`config.mk`:
```
export PLATFORM = sky130hd
export DESIGN_NAME = cart_mapper
export DESIGN_NICKNAME = d
export VERILOG_FILES = /design/src/rtl/cart_mapper_pkg.sv /design/src/rtl/cm_strobe_dec.sv /design/src/rtl/cm_bank_reg.sv /design/src/rtl/cm_addr_map.sv /design/src/rtl/cart_mapper.sv
export SDC_FILE = /design/constraint.sdc
export NUM_CORES = 1
export LEC_CHECK = 0
export CAP_MARGIN = 20
export CORE_ASPECT_RATIO = 1.1
export CORE_MARGIN = 5
export CORE_UTILIZATION = 39
export CTS_CLUSTER_DIAMETER = 40
export DETAILED_ROUTE_END_ITERATION = 10
export GPL_TIMING_DRIVEN = 1
export PLACE_DENSITY = 0.79
export SYNTH_ARGS = -nofsm -noshare
export SYNTH_HDL_FRONTEND = slang
export SYNTH_SLANG_ARGS = --single-unit
export TNS_END_PERCENT = 1
```
`constraint.sdc`:
```
create_clock -name clk -period 0.9 [get_ports clk]
set_input_delay 0.09 -clock clk [delete_from_list [all_inputs] [get_ports clk]]
set_output_delay 0.09 -clock clk [all_outputs]
set_load 0.05 [all_outputs]
```
`src/rtl/cart_mapper_pkg.sv`:
```
package cart_mapper_pkg;

    localparam int DATA_W = 8;

    typedef enum logic [1:0] {
        MIR_HORIZ   = 2'd0,
        MIR_VERT    = 2'd1,
        MIR_SINGLE  = 2'd2,
        MIR_SINGLE2 = 2'd3
    } mirror_e;

    typedef struct packed {
        logic flash_mode;
        logic rom_sel_n;
        logic cpu_rw;
        logic cpu_a14;
    } cpu_bus_t;

    // Byte that the register captures: the ROM fights the CPU on the bus in locked mode.
    function automatic logic [DATA_W-1:0] bus_value(
        input logic              locked,
        input logic [DATA_W-1:0] cpu_b,
        input logic [DATA_W-1:0] rom_b
    );
        return locked ? (cpu_b & rom_b) : cpu_b;
    endfunction

    function automatic logic page_pick(
        input mirror_e m,
        input logic    a10,
        input logic    a11,
        input logic    reg_page
    );
        case (m)
            MIR_HORIZ: return a11;
            MIR_VERT:  return a10;
            default:   return reg_page;
        endcase
    endfunction

endpackage

```
`src/rtl/cm_strobe_dec.sv`:
```
module cm_strobe_dec
    import cart_mapper_pkg::*;
(
    input  logic     clk,
    input  logic     rst,
    input  cpu_bus_t bus,
    output logic     flash_we_n,
    output logic     flash_oe_n,
    output logic     reg_wr
);

    logic cyc_wr;
    logic cyc_rd;

    always_comb begin
        cyc_wr = !bus.rom_sel_n && !bus.cpu_rw;
        cyc_rd = !bus.rom_sel_n &&  bus.cpu_rw;
        if (bus.flash_mode) begin
            flash_we_n = !(cyc_wr && !bus.cpu_a14);
            flash_oe_n = !cyc_rd;
            reg_wr     = cyc_wr && bus.cpu_a14;
        end else begin
            flash_we_n = 1'b1;
            flash_oe_n = 1'b0;
            reg_wr     = cyc_wr;
        end
    end

    AST_LOCKED_PINS: assert property (@(posedge clk) disable iff (rst)
        !bus.flash_mode |-> (flash_we_n && !flash_oe_n));

    AST_OE_ON_READ: assert property (@(posedge clk) disable iff (rst)
        (bus.flash_mode && !flash_oe_n) |-> (bus.cpu_rw && !bus.rom_sel_n));

    AST_WE_LOW_HALF: assert property (@(posedge clk) disable iff (rst)
        !flash_we_n |-> (bus.flash_mode && !bus.cpu_a14 && !reg_wr));

endmodule

```
`src/rtl/cm_bank_reg.sv`:
```
module cm_bank_reg
    import cart_mapper_pkg::*;
#(
    parameter int REG_W = 8
) (
    input  logic              clk,
    input  logic              rst,
    input  logic              reg_wr,
    input  logic              locked,
    input  logic [DATA_W-1:0] cpu_data,
    input  logic [DATA_W-1:0] rom_data,
    output logic [REG_W-1:0]  bank_q
);

    logic [DATA_W-1:0] bus_b;
    logic [REG_W-1:0]  held;
    logic              pending;

    assign bus_b = bus_value(locked, cpu_data, rom_data);

    always_ff @(posedge clk) begin
        if (rst) begin
            bank_q  <= '0;
            held    <= '0;
            pending <= 1'b0;
        end else if (reg_wr) begin
            held    <= bus_b[REG_W-1:0];
            pending <= 1'b1;
        end else if (pending) begin
            bank_q  <= held;
            pending <= 1'b0;
        end
    end

    AST_HOLD_IDLE: assert property (@(posedge clk) disable iff (rst)
        (!reg_wr && $past(!reg_wr)) |=> $stable(bank_q));

    AST_HOLD_DURING_WR: assert property (@(posedge clk) disable iff (rst)
        reg_wr |=> $stable(bank_q) || $past(pending));

endmodule

```
`src/rtl/cm_addr_map.sv`:
```
module cm_addr_map
    import cart_mapper_pkg::*;
#(
    parameter int PRG_W = 5,
    parameter int CHR_W = 2,
    localparam int REG_W = PRG_W + CHR_W + 1
) (
    input  logic             clk,
    input  logic             rst,
    input  logic [REG_W-1:0] bank_q,
    input  logic             cpu_a14,
    input  mirror_e          mirror,
    input  logic             ppu_a10,
    input  logic             ppu_a11,
    output logic [PRG_W-1:0] prg_bank,
    output logic [CHR_W-1:0] chr_bank,
    output logic             nt_page
);

    localparam int CHR_LO = PRG_W;
    localparam int PAGE_B = PRG_W + CHR_W;

    genvar g;
    generate
        for (g = 0; g < PRG_W; g++) begin : g_prg_line
            assign prg_bank[g] = cpu_a14 | bank_q[g];
        end
    endgenerate

    assign chr_bank = bank_q[CHR_LO +: CHR_W];
    assign nt_page  = page_pick(mirror, ppu_a10, ppu_a11, bank_q[PAGE_B]);

    AST_FIXED_TOP: assert property (@(posedge clk) disable iff (rst)
        cpu_a14 |-> (&prg_bank));

    AST_SWITCH_LOW: assert property (@(posedge clk) disable iff (rst)
        !cpu_a14 |-> (prg_bank == bank_q[PRG_W-1:0]));

endmodule

```
`src/rtl/cart_mapper.sv`:
```
module cart_mapper
    import cart_mapper_pkg::*;
#(
    parameter int PRG_W = 5,
    parameter int CHR_W = 2
) (
    input  logic             clk,
    input  logic             rst,
    input  logic             flash_mode,
    input  logic [1:0]       mirror_mode,
    input  logic             rom_sel_n,
    input  logic             cpu_rw,
    input  logic             cpu_a14,
    input  logic [7:0]       cpu_data,
    input  logic [7:0]       rom_data,
    input  logic             ppu_a10,
    input  logic             ppu_a11,
    output logic [PRG_W-1:0] prg_bank,
    output logic [CHR_W-1:0] chr_bank,
    output logic             nt_page,
    output logic             flash_we_n,
    output logic             flash_oe_n
);

    localparam int REG_W = PRG_W + CHR_W + 1;

    cpu_bus_t         bus;
    logic             reg_wr;
    logic [REG_W-1:0] bank_q;

    assign bus = '{flash_mode: flash_mode, rom_sel_n: rom_sel_n,
                   cpu_rw: cpu_rw, cpu_a14: cpu_a14};

    cm_strobe_dec u_dec (
        .clk        (clk),
        .rst        (rst),
        .bus        (bus),
        .flash_we_n (flash_we_n),
        .flash_oe_n (flash_oe_n),
        .reg_wr     (reg_wr)
    );

    cm_bank_reg #(.REG_W(REG_W)) u_reg (
        .clk      (clk),
        .rst      (rst),
        .reg_wr   (reg_wr),
        .locked   (!flash_mode),
        .cpu_data (cpu_data),
        .rom_data (rom_data),
        .bank_q   (bank_q)
    );

    cm_addr_map #(.PRG_W(PRG_W), .CHR_W(CHR_W)) u_map (
        .clk      (clk),
        .rst      (rst),
        .bank_q   (bank_q),
        .cpu_a14  (cpu_a14),
        .mirror   (mirror_e'(mirror_mode)),
        .ppu_a10  (ppu_a10),
        .ppu_a11  (ppu_a11),
        .prg_bank (prg_bank),
        .chr_bank (chr_bank),
        .nt_page  (nt_page)
    );

    AST_RESET_CLEAR: assert property (@(posedge clk)
        rst |=> (chr_bank == '0) && (cpu_a14 || prg_bank == '0));

endmodule

```
### Word-level counts from Yosys, hierarchy flattened

Cells that the tools add are included.

| word-level totals | value |
|---|---|
| flip-flop bits (word level) | 17 |
| output and inout bits | 10 |

| operators by class | value |
|---|---|
| equality and inequality tests | 1 |
| multiplexer cells | 6 |
| bitwise gates (word level) | 7 |
| reduce and logical (&&, ||, !) cells | 11 |

Operators by type and width:

| operator | count |
|---|---|
| bitwise AND 8 bit | 1 |
| 2-to-1 mux 8 bit | 1 |
| logical NOT 1 bit | 5 |
| OR 1 bit | 5 |
| logical AND 1 bit | 4 |
| 2-to-1 mux 1 bit | 4 |
| == test 2 x 1 -> 1 bit (second input constant) | 1 |
| logical NOT 2 bit | 1 |
| case mux 1 bit (2 select lines) | 1 |
| AND reduction 2 bit | 1 |
| inverter 1 bit | 1 |

### Depth between registers and ports, before layout

| depth | value |
|---|---|
| depth in word-level cells | 6 |
| gate-level depth with buffers | 4 |

### By module

A second synthesis with hierarchy kept.

| second synthesis, totals | value |
|---|---|
| cell total of the unflattened synthesis | 99 |
| area total of the unflattened synthesis | 845.8 um^2 |

Modules (own cells, without submodules):

| module | instances | cells each | area an instance (um^2) | seq. area each (um^2) |
|---|---|---|---|---|
| cm_bank_reg | 1 | 82 | 730.7 | 340.3 |
| cm_addr_map | 1 | 10 | 65.1 | 0.0 |
| cm_strobe_dec | 1 | 6 | 46.3 | 0.0 |
| cart_mapper | 1 | 1 | 3.8 | 0.0 |

### Least setup slack after synthesis

Ideal clock, no wire load.

| timing | value |
|---|---|
| path type | input -> output |
| start point | in mirror_mode[0] |
| end point | out nt_page |
| data arrival time | 1277 ps |
| required time | 810 ps |
| path slack | -467 ps |
| stages | 2 |
| path buffers | 0 |
| cell sequence | mux2i_1 -> o21ai_0 |

| between the ends | value |
|---|---|
| word-level cells in the longest chain between the ends | 2 |

RTL lines:

| item | RTL line | RTL |
|---|---|---|
| start: declaration | cart_mapper.sv:10 | `input logic [1:0] mirror_mode,` |
| == test 2 x 1 -> 1 bit or logical NOT 2 bit (tied branches) | cart_mapper_pkg.sv:34 | `case (m)` |
| case mux 1 bit (2 select lines) (*) | cart_mapper_pkg.sv:34 |  |
| end: declaration | cart_mapper.sv:20 | `output logic nt_page,` |

Every way passes the cells marked *; elsewhere a longest branch is shown, timed or not.

### Final worst setup path

| timing | value |
|---|---|
| start point | reg u_reg.bank_q[3] |
| end point | out prg_bank[3] |

| between the ends | value |
|---|---|
| word-level cells in the longest chain between the ends | 1 |

RTL lines:

| item | RTL line | RTL |
|---|---|---|
| start: declaration | cm_bank_reg.sv:12 | `output logic [REG_W-1:0] bank_q` |
| start signal: assignment | cm_bank_reg.sv:30 | `bank_q <= held;` |
| OR 1 bit | cm_addr_map.sv:26 | `assign prg_bank[g] = cpu_a14 \| bank_q[g];` |
| end: declaration | cart_mapper.sv:18 | `output logic [PRG_W-1:0] prg_bank,` |

Every way passes these cells.

==> metrics.csv <==
stage;metric;value;unit
clocking;clock_latency;0.29;ns
clocking;cts_sinks;17;
grt;grt_first_pass_wirelength;3.55;mm
power;p_per_area;1170;nW/um^2
route;post_drt_wl_per_cell;14.2;um
critical_path;regToRegSetupSlack;-0.02;ns
yosys;synth_edf_count;0;
clocking;clkTransAtPathRegs;0.09;ns
critical_path;critPathArrivalTime;1.00;ns
place;dpl_worst_slack;-0.467;ns
yosys;yosysWarnings;0;
yosys;syn_nets;104;
sta;rsz0062_at_grt;true;
place;placed_cell_area;1230;sq um
grt;antenna_found_initial;0;
sta;min_period_over_period;121;%
floorplan;core;1840;sq um
route;totalWireLength;2.12;mm
place;placed_cells;144;
route;vias;717;
grt;grt_max_degree;17;
yosys;syn_inst;78;
sta;setup_viol;11;
sta;fin_crit;1.09;ns
cells_and_area;antenna_cells;0;
yosys;avgSynthCellArea;9.90;sq um
hold_path;worstHoldStart;flash_mode;
cells_and_area;fin_area;1360;sq um
grt;grtUsageMet2;28.0;%
yosys;netlist_top_cells_area;dfxtp_1, nand2b_1, mux2i_1, o2bb2ai_1, o21ai_0;
route;drtPass1Iterations;4;
clocking;htreeDepth;1;
sta;tightest_slew;0.285;ns
sta;slew_violations;0;
critical_path;r2r_cells;3;
yosys;synth.most_common_cell;dfxtp_1;
route;drtAntennaViolNets;0;
sta;worst_clock_skew;0.00339;ns
yosys;synth_cell_type_count;18;
floorplan;die_w;52.4;um
critical_path;reg2reg_from;u_reg.pending$_SDFF_PP0_;
floorplan;die_h;56.7;um
yosys;synth-seq-cells;17;
run_status;violations;setup timing;
route;drc_errors;0;
floorplan;rows;16;
clocking;clk_path_buf_depth;2;
clocking;cts_made_buffers;3;
place;numPortBuffers;35;
yosys;syn_area;772;sq um
cells_and_area;layoutNonFillerInstCount;149;
grt;met3_usage;3.17;%
critical_path;cp_max_fo;2;
place;dp_hpwl;1.61;mm
cells_and_area;fillCellCount;146;
grt;grt_pass1_vias;768;
critical_path;worst_setup_path_start_kind;flop;
yosys;synthTopCellsByCount;dfxtp_1, nand2b_1, mux2i_1, o21ai_0, o2bb2ai_1;
sta;relSlewSlack;80.4;%
hold_path;holdCritPathClass;in2reg;
cells_and_area;drive_gt1_share;39.3;%
yosys;synth_top_area_share;44.1;%
cells_and_area;utilization;73.8;%
cells_and_area;fin_nets;149;
floorplan;start_util;41.9;%
run_status;status;complete, but fails checks;
grt;grt-busiest-layer;met2;
grt;met1_usage;18.6;%
yosys;synthArstFlopShare;0;%
grt;grt_use_total;16.1;%
clocking;cts_tree;done;
critical_path;crit_required;0.81;ns
route;drt_iter0_markers;5;
grt;gr-total-overflow;0;
sta;finalHoldViolCount;0;
hold_path;hold_depth;4;
floorplan;die-area;2970;sq um
critical_path;worstReg2RegEnd;u_reg.bank_q[3]$_SDFFE_PP0P_;
critical_path;end_kind;output pin;
sta;max_freq;922;MHz
clocking;hold_buffers;0;
clocking;cts_root_buffer;clkbuf_4;
job;max_cap_violations;0;
floorplan;io_pins;36;
yosys;ys_seq_area_share;44.1;%
sta;worst_slack;-0.185;ns
yosys;synth_top_cell_by_area;dfxtp_1;
hold_path;min_to;u_reg.held[7]$_SDFFE_PP0P_;
cells_and_area;area_growth;76.0;%
route;drt-vias-per-instance;4.81;
place;globalplace.congestion;0.755;
power;cellLeakagePower;0.531;nW
power;peakVddDrop;0.000925;V
power;power;1.59;mW
critical_path;path_class;reg2out;
yosys;synth_ff_type;dfxtp_1;
[logic make-up after synthesis]
kind of cell | after synthesis | share of synthesized area, %
AND/OR/NAND/NOR | 26 | 20.9
multiplexers | 9 | 11.7
buffers and inverters | 6 | 4.86
AO/OA/AOI/OAI | 20 | 18.5
flip-flops | 17 | 44.1
[how the worst max path moves through the flow]
| stage | to | slack [ns] | start |
|---|---|---|---|
| 6_report | prg_bank[3] | -0.19 | u_reg.bank_q[3]$_SDFFE_PP0P_ |
| 5_1_grt | prg_bank[3] | -0.22 | u_reg.bank_q[3]$_SDFFE_PP0P_ |
| 4_1_cts | prg_bank[0] | -0.19 | u_reg.bank_q[0]$_SDFFE_PP0P_ |
| 3_5_place_dp | u_reg.bank_q[6]$_SDFFE_PP0P_ | -0.47 | cpu_a14 |
| 3_3_place_gp | flash_we_n | -0.44 | cpu_a14 |
| 2_1_floorplan | flash_oe_n | -0.05 | flash_mode |
[routing by layer]
| metal | routed length [um] | share of wire [%] |
|---|---|---|
| met5 | 0 | 0 |
| met4 | 36 | 1.7 |
| met3 | 98 | 4.6 |
| met2 | 1170 | 55 |
| met1 | 813 | 38 |
[critical path: stages (launching register included)]
cell	delay (ns)
dfxtp_2	0.33
or2_4	0.23
buf_8	0.15
[metrics by stage]
step	hold WS [ns]	TNS, ns
after global placement	0.449	-8.85
after detailed placement	0.450	-9.84
after CTS	0.322	-1.18
final	0.275	-1.12
after floorplan	0.244	-0.0603
after global routing	0.286	-1.75
[power by group]
group,switching [mW],internal (mW),total [mW]
clock network,0.231,0.165,0.397
logic,0.180,0.232,0.413
registers,0.0111,0.767,0.778
[sequential cells by signal, indices dropped and copies added, names as in the netlist]
name and cells:
u_reg.bank_q 8, u_reg.held 8, u_reg.pending 1
[repair_timing]
| action | CTS | global route |
|---|---|---|
| gates resized for setup | 49 | 7 |
| setup endpoints to repair | 26 | 20 |
| pin swaps | 7 | 0 |
| setup buffers | 1 | 0 |
[area by class of cell]
type | instances | area [sq um] | area share [%]
clock buffers | 3 | 22.5 | 1.66
clock inverters | 1 | 5.00 | 0.368
inverters | 2 | 7.51 | 0.552
multi-input cells | 55 | 449 | 33.1
flip-flops and latches | 17 | 354 | 26.1
well taps | 27 | 33.8 | 2.49
repair buffers | 44 | 487 | 35.8
[cell usage in the layout (no fill, tap or decap), drive strengths merged]
cell           instances
or2                    5
dlygate4sd2            3
nand2b                17
or3                    1
inv                    2
nand2                  1
nor2                   1
buf                   23
dfxtp                 17
a21boi                 2
a21oi                  1
clkbuf                 3
nand3b                 1
mux2i                  9
clkinv                 1
clkdlybuf4s50         17
dlymetal6s2s           1
o2bb2ai                8
o21ai                  9
No activity file was read; power rests on OpenSTA's default activity.
